[src/rtl/nbs_pkg.sv]
// Shared types for the NAND bus sequencer.
// Assumes: four operation kinds, encoded as the req_op port values.
package nbs_pkg;

    typedef enum logic [1:0] {
        NOP_CMD  = 2'd0,
        NOP_ADDR = 2'd1,
        NOP_WR   = 2'd2,
        NOP_RD   = 2'd3
    } nbs_op_e;

    typedef enum logic [1:0] {
        ST_IDLE = 2'd0,
        ST_LOW  = 2'd1,
        ST_HIGH = 2'd2
    } nbs_state_e;

    typedef struct packed {
        logic ce_n;
        logic cle;
        logic ale;
        logic we_n;
        logic re_n;
        logic io_oe;
    } nbs_pins_t;

endpackage

[src/rtl/nbs_phase_ctr.sv]
// Phase length counter: counts clocks within the current strobe phase and
// flags the last clock of it. Assumes limit >= 1 while run is high.
module nbs_phase_ctr #(
    parameter int CNT_W = 4
) (
    input  logic             clk,
    input  logic             rst_n,
    input  logic             run,
    input  logic [CNT_W-1:0] limit,
    output logic             last
);
    logic [CNT_W-1:0] cnt_q;

    assign last = run && (cnt_q == limit - 1'b1);

    // Count up inside a phase; restart at each phase boundary or when idle.
    always_ff @(posedge clk) begin
        if (!rst_n)
            cnt_q <= '0;
        else if (!run || last)
            cnt_q <= '0;
        else
            cnt_q <= cnt_q + 1'b1;
    end
endmodule

[src/rtl/nbs_pin_map.sv]
// Pin level decode: maps sequencer state and operation kind to the flash
// control pin levels. Purely combinational; assumes registered inputs.
module nbs_pin_map
    import nbs_pkg::*;
(
    input  nbs_state_e state,
    input  nbs_op_e    op,
    output nbs_pins_t  pins
);
    // Standby when idle; otherwise select the device and strobe in the low phase.
    always_comb begin
        pins = '{ce_n: 1'b1, cle: 1'b0, ale: 1'b0, we_n: 1'b1, re_n: 1'b1, io_oe: 1'b0};
        if (state != ST_IDLE) begin
            pins.ce_n  = 1'b0;
            pins.cle   = (op == NOP_CMD);
            pins.ale   = (op == NOP_ADDR);
            pins.io_oe = (op != NOP_RD);
            if (state == ST_LOW) begin
                if (op == NOP_RD)
                    pins.re_n = 1'b0;
                else
                    pins.we_n = 1'b0;
            end
        end
    end
endmodule

[src/rtl/nbs_rd_buf.sv]
// Read byte holder: captures one byte and offers it on valid/ready.
// Assumes capture is never raised while a byte is still waiting.
module nbs_rd_buf #(
    parameter int IO_W = 8
) (
    input  logic            clk,
    input  logic            rst_n,
    input  logic            capture,
    input  logic [IO_W-1:0] din,
    input  logic            rd_ready,
    output logic            rd_valid,
    output logic [IO_W-1:0] rd_data
);
    // Load on capture, drop valid once the host takes the byte.
    always_ff @(posedge clk) begin
        if (!rst_n) begin
            rd_valid <= 1'b0;
            rd_data  <= '0;
        end else if (capture) begin
            rd_valid <= 1'b1;
            rd_data  <= din;
        end else if (rd_valid && rd_ready) begin
            rd_valid <= 1'b0;
        end
    end
endmodule

[src/rtl/nand_bus_seq.sv]
// NAND bus sequencer top: accepts one request at a time and plays it out as
// strobe cycles on an asynchronous NAND bus. Assumes all timing counts >= 1,
// ADDR_CYC_MAX >= 2, and nand_io_in stable in the last clock of read-low.
module nand_bus_seq
    import nbs_pkg::*;
#(
    parameter int IO_W         = 8,
    parameter int ADDR_CYC_MAX = 5,
    parameter int WE_LO        = 2,
    parameter int WE_HI        = 3,
    parameter int RE_LO        = 3,
    parameter int RE_HI        = 2,
    localparam int ADDR_W      = IO_W * ADDR_CYC_MAX
) (
    input  logic              clk,
    input  logic              rst_n,
    input  logic              req_valid,
    output logic              req_ready,
    input  logic [1:0]        req_op,
    input  logic              req_modify,
    input  logic [ADDR_W-1:0] req_addr,
    input  logic [IO_W-1:0]   req_byte,
    input  logic              cfg_five_addr,
    output logic              busy,
    output logic              rd_valid,
    input  logic              rd_ready,
    output logic [IO_W-1:0]   rd_data,
    output logic              nand_ce_n,
    output logic              nand_cle,
    output logic              nand_ale,
    output logic              nand_we_n,
    output logic              nand_re_n,
    output logic              nand_wp_n,
    output logic [IO_W-1:0]   nand_io_out,
    output logic              nand_io_oe,
    input  logic [IO_W-1:0]   nand_io_in
);
    localparam int T_MAX_W = (WE_LO > WE_HI) ? WE_LO : WE_HI;
    localparam int T_MAX_R = (RE_LO > RE_HI) ? RE_LO : RE_HI;
    localparam int T_MAX   = (T_MAX_W > T_MAX_R) ? T_MAX_W : T_MAX_R;
    localparam int CNT_W   = $clog2(T_MAX + 1);
    localparam int BC_W    = $clog2(ADDR_CYC_MAX + 1);

    nbs_state_e        state_q;
    nbs_op_e           op_q;
    logic [ADDR_W-1:0] addr_q;
    logic [IO_W-1:0]   byte_q;
    logic [BC_W-1:0]   left_q;
    logic              wp_q;
    logic              acc;
    logic              last;
    logic              is_rd;
    logic [CNT_W-1:0]  lim;
    nbs_pins_t         pins;

    assign req_ready = (state_q == ST_IDLE) && !rd_valid;
    assign acc       = req_valid && req_ready;
    assign is_rd     = (op_q == NOP_RD);
    assign busy      = (state_q != ST_IDLE);

    // Pick the length of the current phase from the strobe in use.
    always_comb begin
        if (state_q == ST_LOW)
            lim = is_rd ? CNT_W'(RE_LO) : CNT_W'(WE_LO);
        else
            lim = is_rd ? CNT_W'(RE_HI) : CNT_W'(WE_HI);
    end

    nbs_phase_ctr #(.CNT_W(CNT_W)) u_ctr (
        .clk   (clk),
        .rst_n (rst_n),
        .run   (busy),
        .limit (lim),
        .last  (last)
    );

    // Operation sequencing: latch the request, alternate low/high phases per byte.
    always_ff @(posedge clk) begin
        if (!rst_n) begin
            state_q <= ST_IDLE;
            op_q    <= NOP_CMD;
            addr_q  <= '0;
            byte_q  <= '0;
            left_q  <= '0;
            wp_q    <= 1'b0;
        end else begin
            case (state_q)
                ST_IDLE: begin
                    if (acc) begin
                        state_q <= ST_LOW;
                        op_q    <= nbs_op_e'(req_op);
                        addr_q  <= req_addr;
                        byte_q  <= req_byte;
                        wp_q    <= req_modify;
                        if (nbs_op_e'(req_op) == NOP_ADDR)
                            left_q <= cfg_five_addr ? BC_W'(ADDR_CYC_MAX - 1)
                                                    : BC_W'(ADDR_CYC_MAX - 2);
                        else
                            left_q <= '0;
                    end
                end
                ST_LOW: begin
                    if (last)
                        state_q <= ST_HIGH;
                end
                ST_HIGH: begin
                    if (last) begin
                        if (left_q == '0) begin
                            state_q <= ST_IDLE;
                        end else begin
                            state_q <= ST_LOW;
                            left_q  <= left_q - 1'b1;
                            addr_q  <= addr_q >> IO_W;
                        end
                    end
                end
                default: state_q <= ST_IDLE;
            endcase
        end
    end

    nbs_pin_map u_pins (
        .state (state_q),
        .op    (op_q),
        .pins  (pins)
    );

    nbs_rd_buf #(.IO_W(IO_W)) u_rd (
        .clk      (clk),
        .rst_n    (rst_n),
        .capture  ((state_q == ST_LOW) && last && is_rd),
        .din      (nand_io_in),
        .rd_ready (rd_ready),
        .rd_valid (rd_valid),
        .rd_data  (rd_data)
    );

    assign nand_ce_n   = pins.ce_n;
    assign nand_cle    = pins.cle;
    assign nand_ale    = pins.ale;
    assign nand_we_n   = pins.we_n;
    assign nand_re_n   = pins.re_n;
    assign nand_io_oe  = pins.io_oe;
    assign nand_wp_n   = wp_q;
    assign nand_io_out = pins.io_oe ? ((op_q == NOP_ADDR) ? addr_q[IO_W-1:0] : byte_q) : '0;
endmodule

[config.mk]
export PLATFORM = sky130hd
export DESIGN_NAME = nand_bus_seq
export DESIGN_NICKNAME = d
export VERILOG_FILES = /design/src/rtl/nbs_pkg.sv /design/src/rtl/nbs_phase_ctr.sv /design/src/rtl/nbs_pin_map.sv /design/src/rtl/nbs_rd_buf.sv /design/src/rtl/nand_bus_seq.sv
export SDC_FILE = /design/constraint.sdc
export NUM_CORES = 1
export LEC_CHECK = 0
export CAP_MARGIN = 20
export CORE_MARGIN = 2
export CORE_UTILIZATION = 60
export CTS_BUF_LIST = sky130_fd_sc_hd__clkbuf_4
export CTS_CLUSTER_DIAMETER = 120
export DETAILED_ROUTE_END_ITERATION = 16
export DONT_BUFFER_PORTS = 1
export HOLD_SLACK_MARGIN = 0.06
export PLACE_DENSITY = 0.75
export SYNTH_ARGS = -nofsm -noshare
export SYNTH_HDL_FRONTEND = slang
export SYNTH_SLANG_ARGS = --single-unit
[constraint.sdc]
create_clock -name clk -period 3.2 [get_ports clk]
set_clock_uncertainty 0.1 [all_clocks]
set_input_delay 0.8 -clock clk [delete_from_list [all_inputs] [get_ports clk]]
set_output_delay 0.8 -clock clk [all_outputs]
set_load 0.1 [all_outputs]
**After elaboration in Yosys (flattened, before gate mapping)**

Cells that the tools add are included.

- Bits in registers: 67
- Output and inout bits: 26
- Word-level logic and storage cells: 69

- Add/subtract/negate cells: 3
- Equal/unequal tests: 11
- Muxes and demuxes: 26
- Bitwise operators: 1
- Reduce and logical (&&, ||, !) cells: 19

Operator list:

| kind | number |
|---|---|
| 2-to-1 mux 40 bit | 3 |
| case mux 40 bit (2 select lines) | 1 |
| 2-to-1 mux 8 bit | 2 |
| 2-to-1 mux 3 bit | 5 |
| inequality test 2 bit (second input constant) | 5 |
| 2-to-1 mux 1 bit | 8 |
| 2-to-1 mux 2 bit | 4 |
| equality test 2 x 1 -> 1 bit (second input constant) | 3 |
| logical AND 1 bit | 6 |
| 2-to-1 mux 6 bit | 1 |
| case mux 2 bit (3 select lines) | 1 |
| case mux 3 bit (2 select lines) | 1 |
| nonzero test 2 bit | 3 |
| equality test 2 bit (second input constant) | 2 |
| logical NOT 2 bit | 2 |
| AND reduction 4 bit | 1 |
| logical NOT 3 bit | 1 |
| AND reduction 3 bit | 1 |
| subtractor 3 x 1 -> 3 bit (second input constant) | 1 |
| adder 2 x 1 -> 2 bit (second input constant) | 1 |
| equality test 2 bit | 1 |
| logical NOT 1 bit | 2 |
| AND reduction 2 bit | 1 |
| OR reduction 2 bit | 1 |
| 3 further kinds | 3 |

**Longest topological paths before layout**

- Depth in word-level cells: 9
- Gate-level depth with buffers: 9
- Mapped depth without buffers: 7

**Cells and area by module**

From an unflattened synthesis, not the netlist that was laid out.

- Cells, all modules: 382
- Area total of the unflattened synthesis: 3279.4 sq um

Modules (own cells, without submodules):

| module | instances | cells each | area each (sq um) | sequential area each (sq um) |
|---|---|---|---|---|
| nand_bus_seq | 1 | 333 | 2786.4 | 1121.1 |
| nbs_rd_buf | 1 | 28 | 335.3 | 180.2 |
| nbs_phase_ctr | 1 | 13 | 116.4 | 40.0 |
| nbs_pin_map | 1 | 8 | 41.3 | 0.0 |

**Least setup slack after synthesis**

OpenSTA, ideal clock, no wires.

- Path kind: flip-flop to output port
- Start: register state_q[1]
- End: output port nand_io_out[0]
- Arrival time: 3937 ps
- Required time: 2300 ps
- Path slack: -1637 ps
- Cell stages (with the launch flop): 6
- Cells stage by stage: dfxtp_1 -> or2_2 -> clkbuf_1 -> inv_1 -> clkbuf_1 -> a21oi_1

- Longest elaborated chain between the ends: 3

RTL lines:

| item | line | source |
|---|---|---|
| from (decl) | nand_bus_seq.sv:44 | `nbs_state_e state_q;` |
| from (signal assigned) | nand_bus_seq.sv:80 | `state_q <= ST_IDLE;` |
| from (signal assigned) | nand_bus_seq.sv:90 | `state_q <= ST_LOW;` |
| from (signal assigned) | nand_bus_seq.sv:104 | `state_q <= ST_HIGH;` |
| nonzero test 2 bit | -- |  |
| net busy | nand_bus_seq.sv:24 | `output logic busy,` |
| 2-to-1 mux 6 bit | nbs_pin_map.sv:13 | `if (state != ST_IDLE) begin` |
| 2-to-1 mux 8 bit | nand_bus_seq.sv:145 | `assign nand_io_out = pins.io_oe ? ((op_q == NOP_ADDR) ? addr_q[IO_W-1:0] : byte_q) : '0;` |
| to (decl) | nand_bus_seq.sv:34 | `output logic [IO_W-1:0] nand_io_out,` |

The timed path passes the listed nets, and every way through them passes these cells.

**Worst setup path after layout**

- Start: register op_q[1]
- End: register addr_q[39]

- Longest elaborated chain between the ends: 8

RTL lines:

| item | line | source |
|---|---|---|
| from (decl) | nand_bus_seq.sv:45 | `nbs_op_e op_q;` |
| from (signal assigned) | nand_bus_seq.sv:91 | `op_q <= nbs_op_e'(req_op);` |
| equality test 2 bit (*) | nand_bus_seq.sv:58 | `assign is_rd = (op_q == NOP_RD);` |
| 2-to-1 mux 1 bit, on equally long branches | nand_bus_seq.sv:66, nand_bus_seq.sv:64 |  |
| 2-to-1 mux 1 bit (*) | nand_bus_seq.sv:63 | `if (state_q == ST_LOW)` |
| subtractor 2 x 1 -> 2 bit (*) | nbs_phase_ctr.sv:14 | `assign last = run && (cnt_q == limit - 1'b1);` |
| equality test 2 bit (*) | nbs_phase_ctr.sv:14 |  |
| logical AND 1 bit (*) | nbs_phase_ctr.sv:14 |  |
| inequality test 2 bit (no line) (*) | -- |  |
| AND reduction 4 bit (no line) (*) | -- |  |
| to (signal assigned) | nand_bus_seq.sv:92 | `addr_q <= req_addr;` |
| to (signal assigned) | nand_bus_seq.sv:113 | `addr_q <= addr_q >> IO_W;` |
| to (decl) | nand_bus_seq.sv:46 | `logic [ADDR_W-1:0] addr_q;` |

Mark *: on every way between the ends. The rest lies on a longest branch, timed or not.
A chain may end at the register's enable or synchronous reset.

==> metrics.md <==
| Metric | Value |
|---|---|
| I/O pin cnt | `90` |
| Max Clk Rate | `0.353 GHz` |
| Syn. warnings | `0` |
| Number of diodes | `0` |
| Number of flops mapped to enable cells by yosys | `0` |
| Routed WL | `6970 um` |
| Worst R2R Start | `op_q[1]$_SDFFE_PN0P_` |
| Total CTS buffers | `9` |
| CP Class | `flip-flop to flip-flop` |
| Root Buffer | `clkbuf_4` |
| Unrepaired setup endpoints after global routing | `no` |
| Aggregate global-route resource usage | `24.5%` |
| Die W | `77.3 um` |
| Startpoint types | `flip-flop` |
| Drt pass-1 iters | `4` |
| Critical Path Max Stage Delay | `580 ps` |
| Status | `finished, final reports clean` |
| CTS clk-pin slew, worst paths | `110 ps` |
| TritonCTS clock tree | `built` |
| Final Critical Period | `2830 ps` |
| Hold_buf cts | `0` |
| Fin nets | `406` |
| Worst hold slack | `374 ps` |
| Hold Crit Class | `flip-flop to flip-flop` |
| Main synth FF type | `dfxtp_1` |
| Syn Area/Cell | `9.63 um^2` |
| Hold depth | `2` |
| Worst-margin pin slew | `978 ps` |
| Gr ovfl total | `0` |
| Hold Path End | `byte_q[3]$_SDFFE_PN0P_` |
| P_leak | `1.82 nW` |
| DR vias/cell | `5.92` |
| GP Congestion | `0.736` |
| Per-cell routed wire length | `16.9 um` |
| DIE AREA | `5980 um^2` |
| First-pass GRT wire length | `11600 um` |
| Worst EP arrival | `3030 ps` |
| Area contributors post-synth | `dfxtp_1, mux2i_1, o211a_1` |
| Final hold vios | `0` |
| Layout fillers | `392` |
| Setup TNS | `0 ps` |
| 1st-iter DRT viols | `130` |
| Internal reg-to-reg setup slack | `370 ps` |
| H-tree depth | `3` |
| Crit-path cells | `nand2_1 -> ha_1 -> or3b_4 -> a221oi_4 -> buf_4 -> nor2_1 -> a32o_1` |
| Die height | `77.3 um` |
| Final period utilization | `88.5%` |
| Critical-path maximum fanout | `19` |
| Max Buffers Root-to-Sink | `2` |
| Critical path's slowest cell | `dfxtp_1` |
| Layout cells sized above 1 | `16.6%` |
| Num rows | `26` |
| Vias in the first global route | `2354` |
| Initial Util | `62.8%` |
| Synth async-reset ratio | `0%` |
| Remaining DRCs | `0` |
| Core area | `5140 um^2` |
| Leading area contributor after synthesis | `dfxtp_1` |
| Post_cts resized | `0` |
| Synth unique cells | `38` |
| Synth top area share | `41.6%` |
| Mapped Cells | `335` |
| Detail Route Antenna Nets | `0` |
| Setup Buffers After CTS | `0` |
| FF-to-FF path depth | `7` |
| Seq/Total Area, Yosys | `41.6%` |
| Critical path endpoint category | `flip-flop` |
| Pwr dens | `455 nW/um^2` |
| Initial antenna violation count | `0` |
| Top-count cell post-synth | `dfxtp_1` |
| Slew HR | `34.7%` |
| R2r endpoint | `addr_q[39]$_SDFFE_PN0P_` |
| Syn-to-layout area delta | `15.2%` |
| Hold Crit Start | `byte_q[3]$_SDFFE_PN0P_` |
| Post-synthesis net count | `403` |
| Pin count of the biggest net entering global routing | `69` |
| Multi-input logic area | `1840 um^2` |
| # clock sinks | `67` |
| Mapped cell area | `3230 um^2` |
| Commonest cells post-synth | `dfxtp_1, mux2i_1, o211a_1` |
| Yosys reg bits | `67` |
| HPWL Detailed | `4770 um` |
| Max Slew Vio Count | `0` |
| Max Cap Violations | `0` |
| IO buf count | `0` |
| Final setup fails | `0` |
| VDD IR max | `289 uV` |
| Register area | `1340 um^2` |
| Vias | `2444` |
| Worst EP required | `3400 ps` |
| Worst skew pair latency | `410 ps` |
## metrics by stage
stage	area, um^2	total power, mW	worst slack (ps)	util, %	cells
after global routing	3720	1.78	214	72.3	413
final	3720	1.69	369	72.3	413
after detailed placement	3610	1.27	387	70.3	397
after floorplan	3350	1.21	18.5	-	335
after CTS	3720	1.71	367	72.3	413
after global placement	3610	1.26	518	70.3	397
## cells by family after synthesis
group | after synthesis | share of synthesized area, %
flops | 67 | 41.6
simple gates | 78 | 13.1
buf+inv | 39 | 5.66
compound gates | 103 | 24.5
fa+ha+maj | 4 | 1.55
xor+xnor | 2 | 0.543
mux | 42 | 13.0
## critical path: cells and delay by family (launching register included)
kind | cells | cell delay, ps
adders and majority gates | 1 | 360
DFF | 1 | 580
buffers and inverters | 1 | 250
and+or+nand+nor | 3 | 830
AOI/OAI and AO/OA | 2 | 590
## state kept, by name, summed over array words and instances, names as in the netlist
| signal | flops |
|---|---|
| nand_wp_n | 1 |
| u_ctr.cnt_q | 2 |
| byte_q | 8 |
| state_q | 2 |
| u_rd.rd_valid | 1 |
| u_rd.rd_data | 8 |
| left_q | 3 |
| op_q | 2 |
| addr_q | 40 |
## layout make-up
cell class                      count  share of cell area (%)
Clock inverter                      5                   0.539
Clock buffer                       11                    2.22
Timing Repair Buffer               24                    8.55
Tap cell                           70                    2.36
Multi-Input combinational cell    229                    49.5
Sequential cell                    67                    36.1
Inverter                            7                   0.707
## placed cells by master, fill, tap and decap left out, types with 2 or more instances in the layout
cell	instances
o21a_1	2
o22ai_1	2
nand2b_1	9
a32o_1	8
clkbuf_4	11
buf_4	13
clkinv_1	4
inv_1	6
nand3_1	3
nand2_1	29
buf_12	11
nor2_1	4
o21ai_0	32
nor2b_1	10
dfxtp_1	67
a21boi_0	12
a21oi_1	2
nand3b_1	9
o211a_1	33
a21oi_4	8
mux2i_1	42
ha_1	4
## how the worst max path moves through the flow
stage                                 start                      end  cells past startpoint
floorplan           state_q[1]$_SDFFE_PN0P_           nand_io_out[0]                      5
global placement       op_q[1]$_SDFFE_PN0P_  addr_q[39]$_SDFFE_PN0P_                      7
detailed placement     op_q[1]$_SDFFE_PN0P_  addr_q[32]$_SDFFE_PN0P_                      7
CTS                 state_q[1]$_SDFFE_PN0P_                nand_ce_n                      3
global route           op_q[1]$_SDFFE_PN0P_  addr_q[39]$_SDFFE_PN0P_                      7
finish                 op_q[1]$_SDFFE_PN0P_  addr_q[39]$_SDFFE_PN0P_                      7
## metal layers
metal | wire, um | GRT usage, %
met5 | 0 | 0
met4 | 93 | 8.57
met3 | 542 | 9.77
met2 | 3410 | 37.9
met1 | 2920 | 31.0
## report_power, final
| part | switching (mW) | internal (mW) |
|---|---|---|
| registers | 0.0413 | 0.892 |
| logic | 0.196 | 0.120 |
| clock network | 0.275 | 0.166 |
Note: power is estimated with default switching activity, not from simulation.
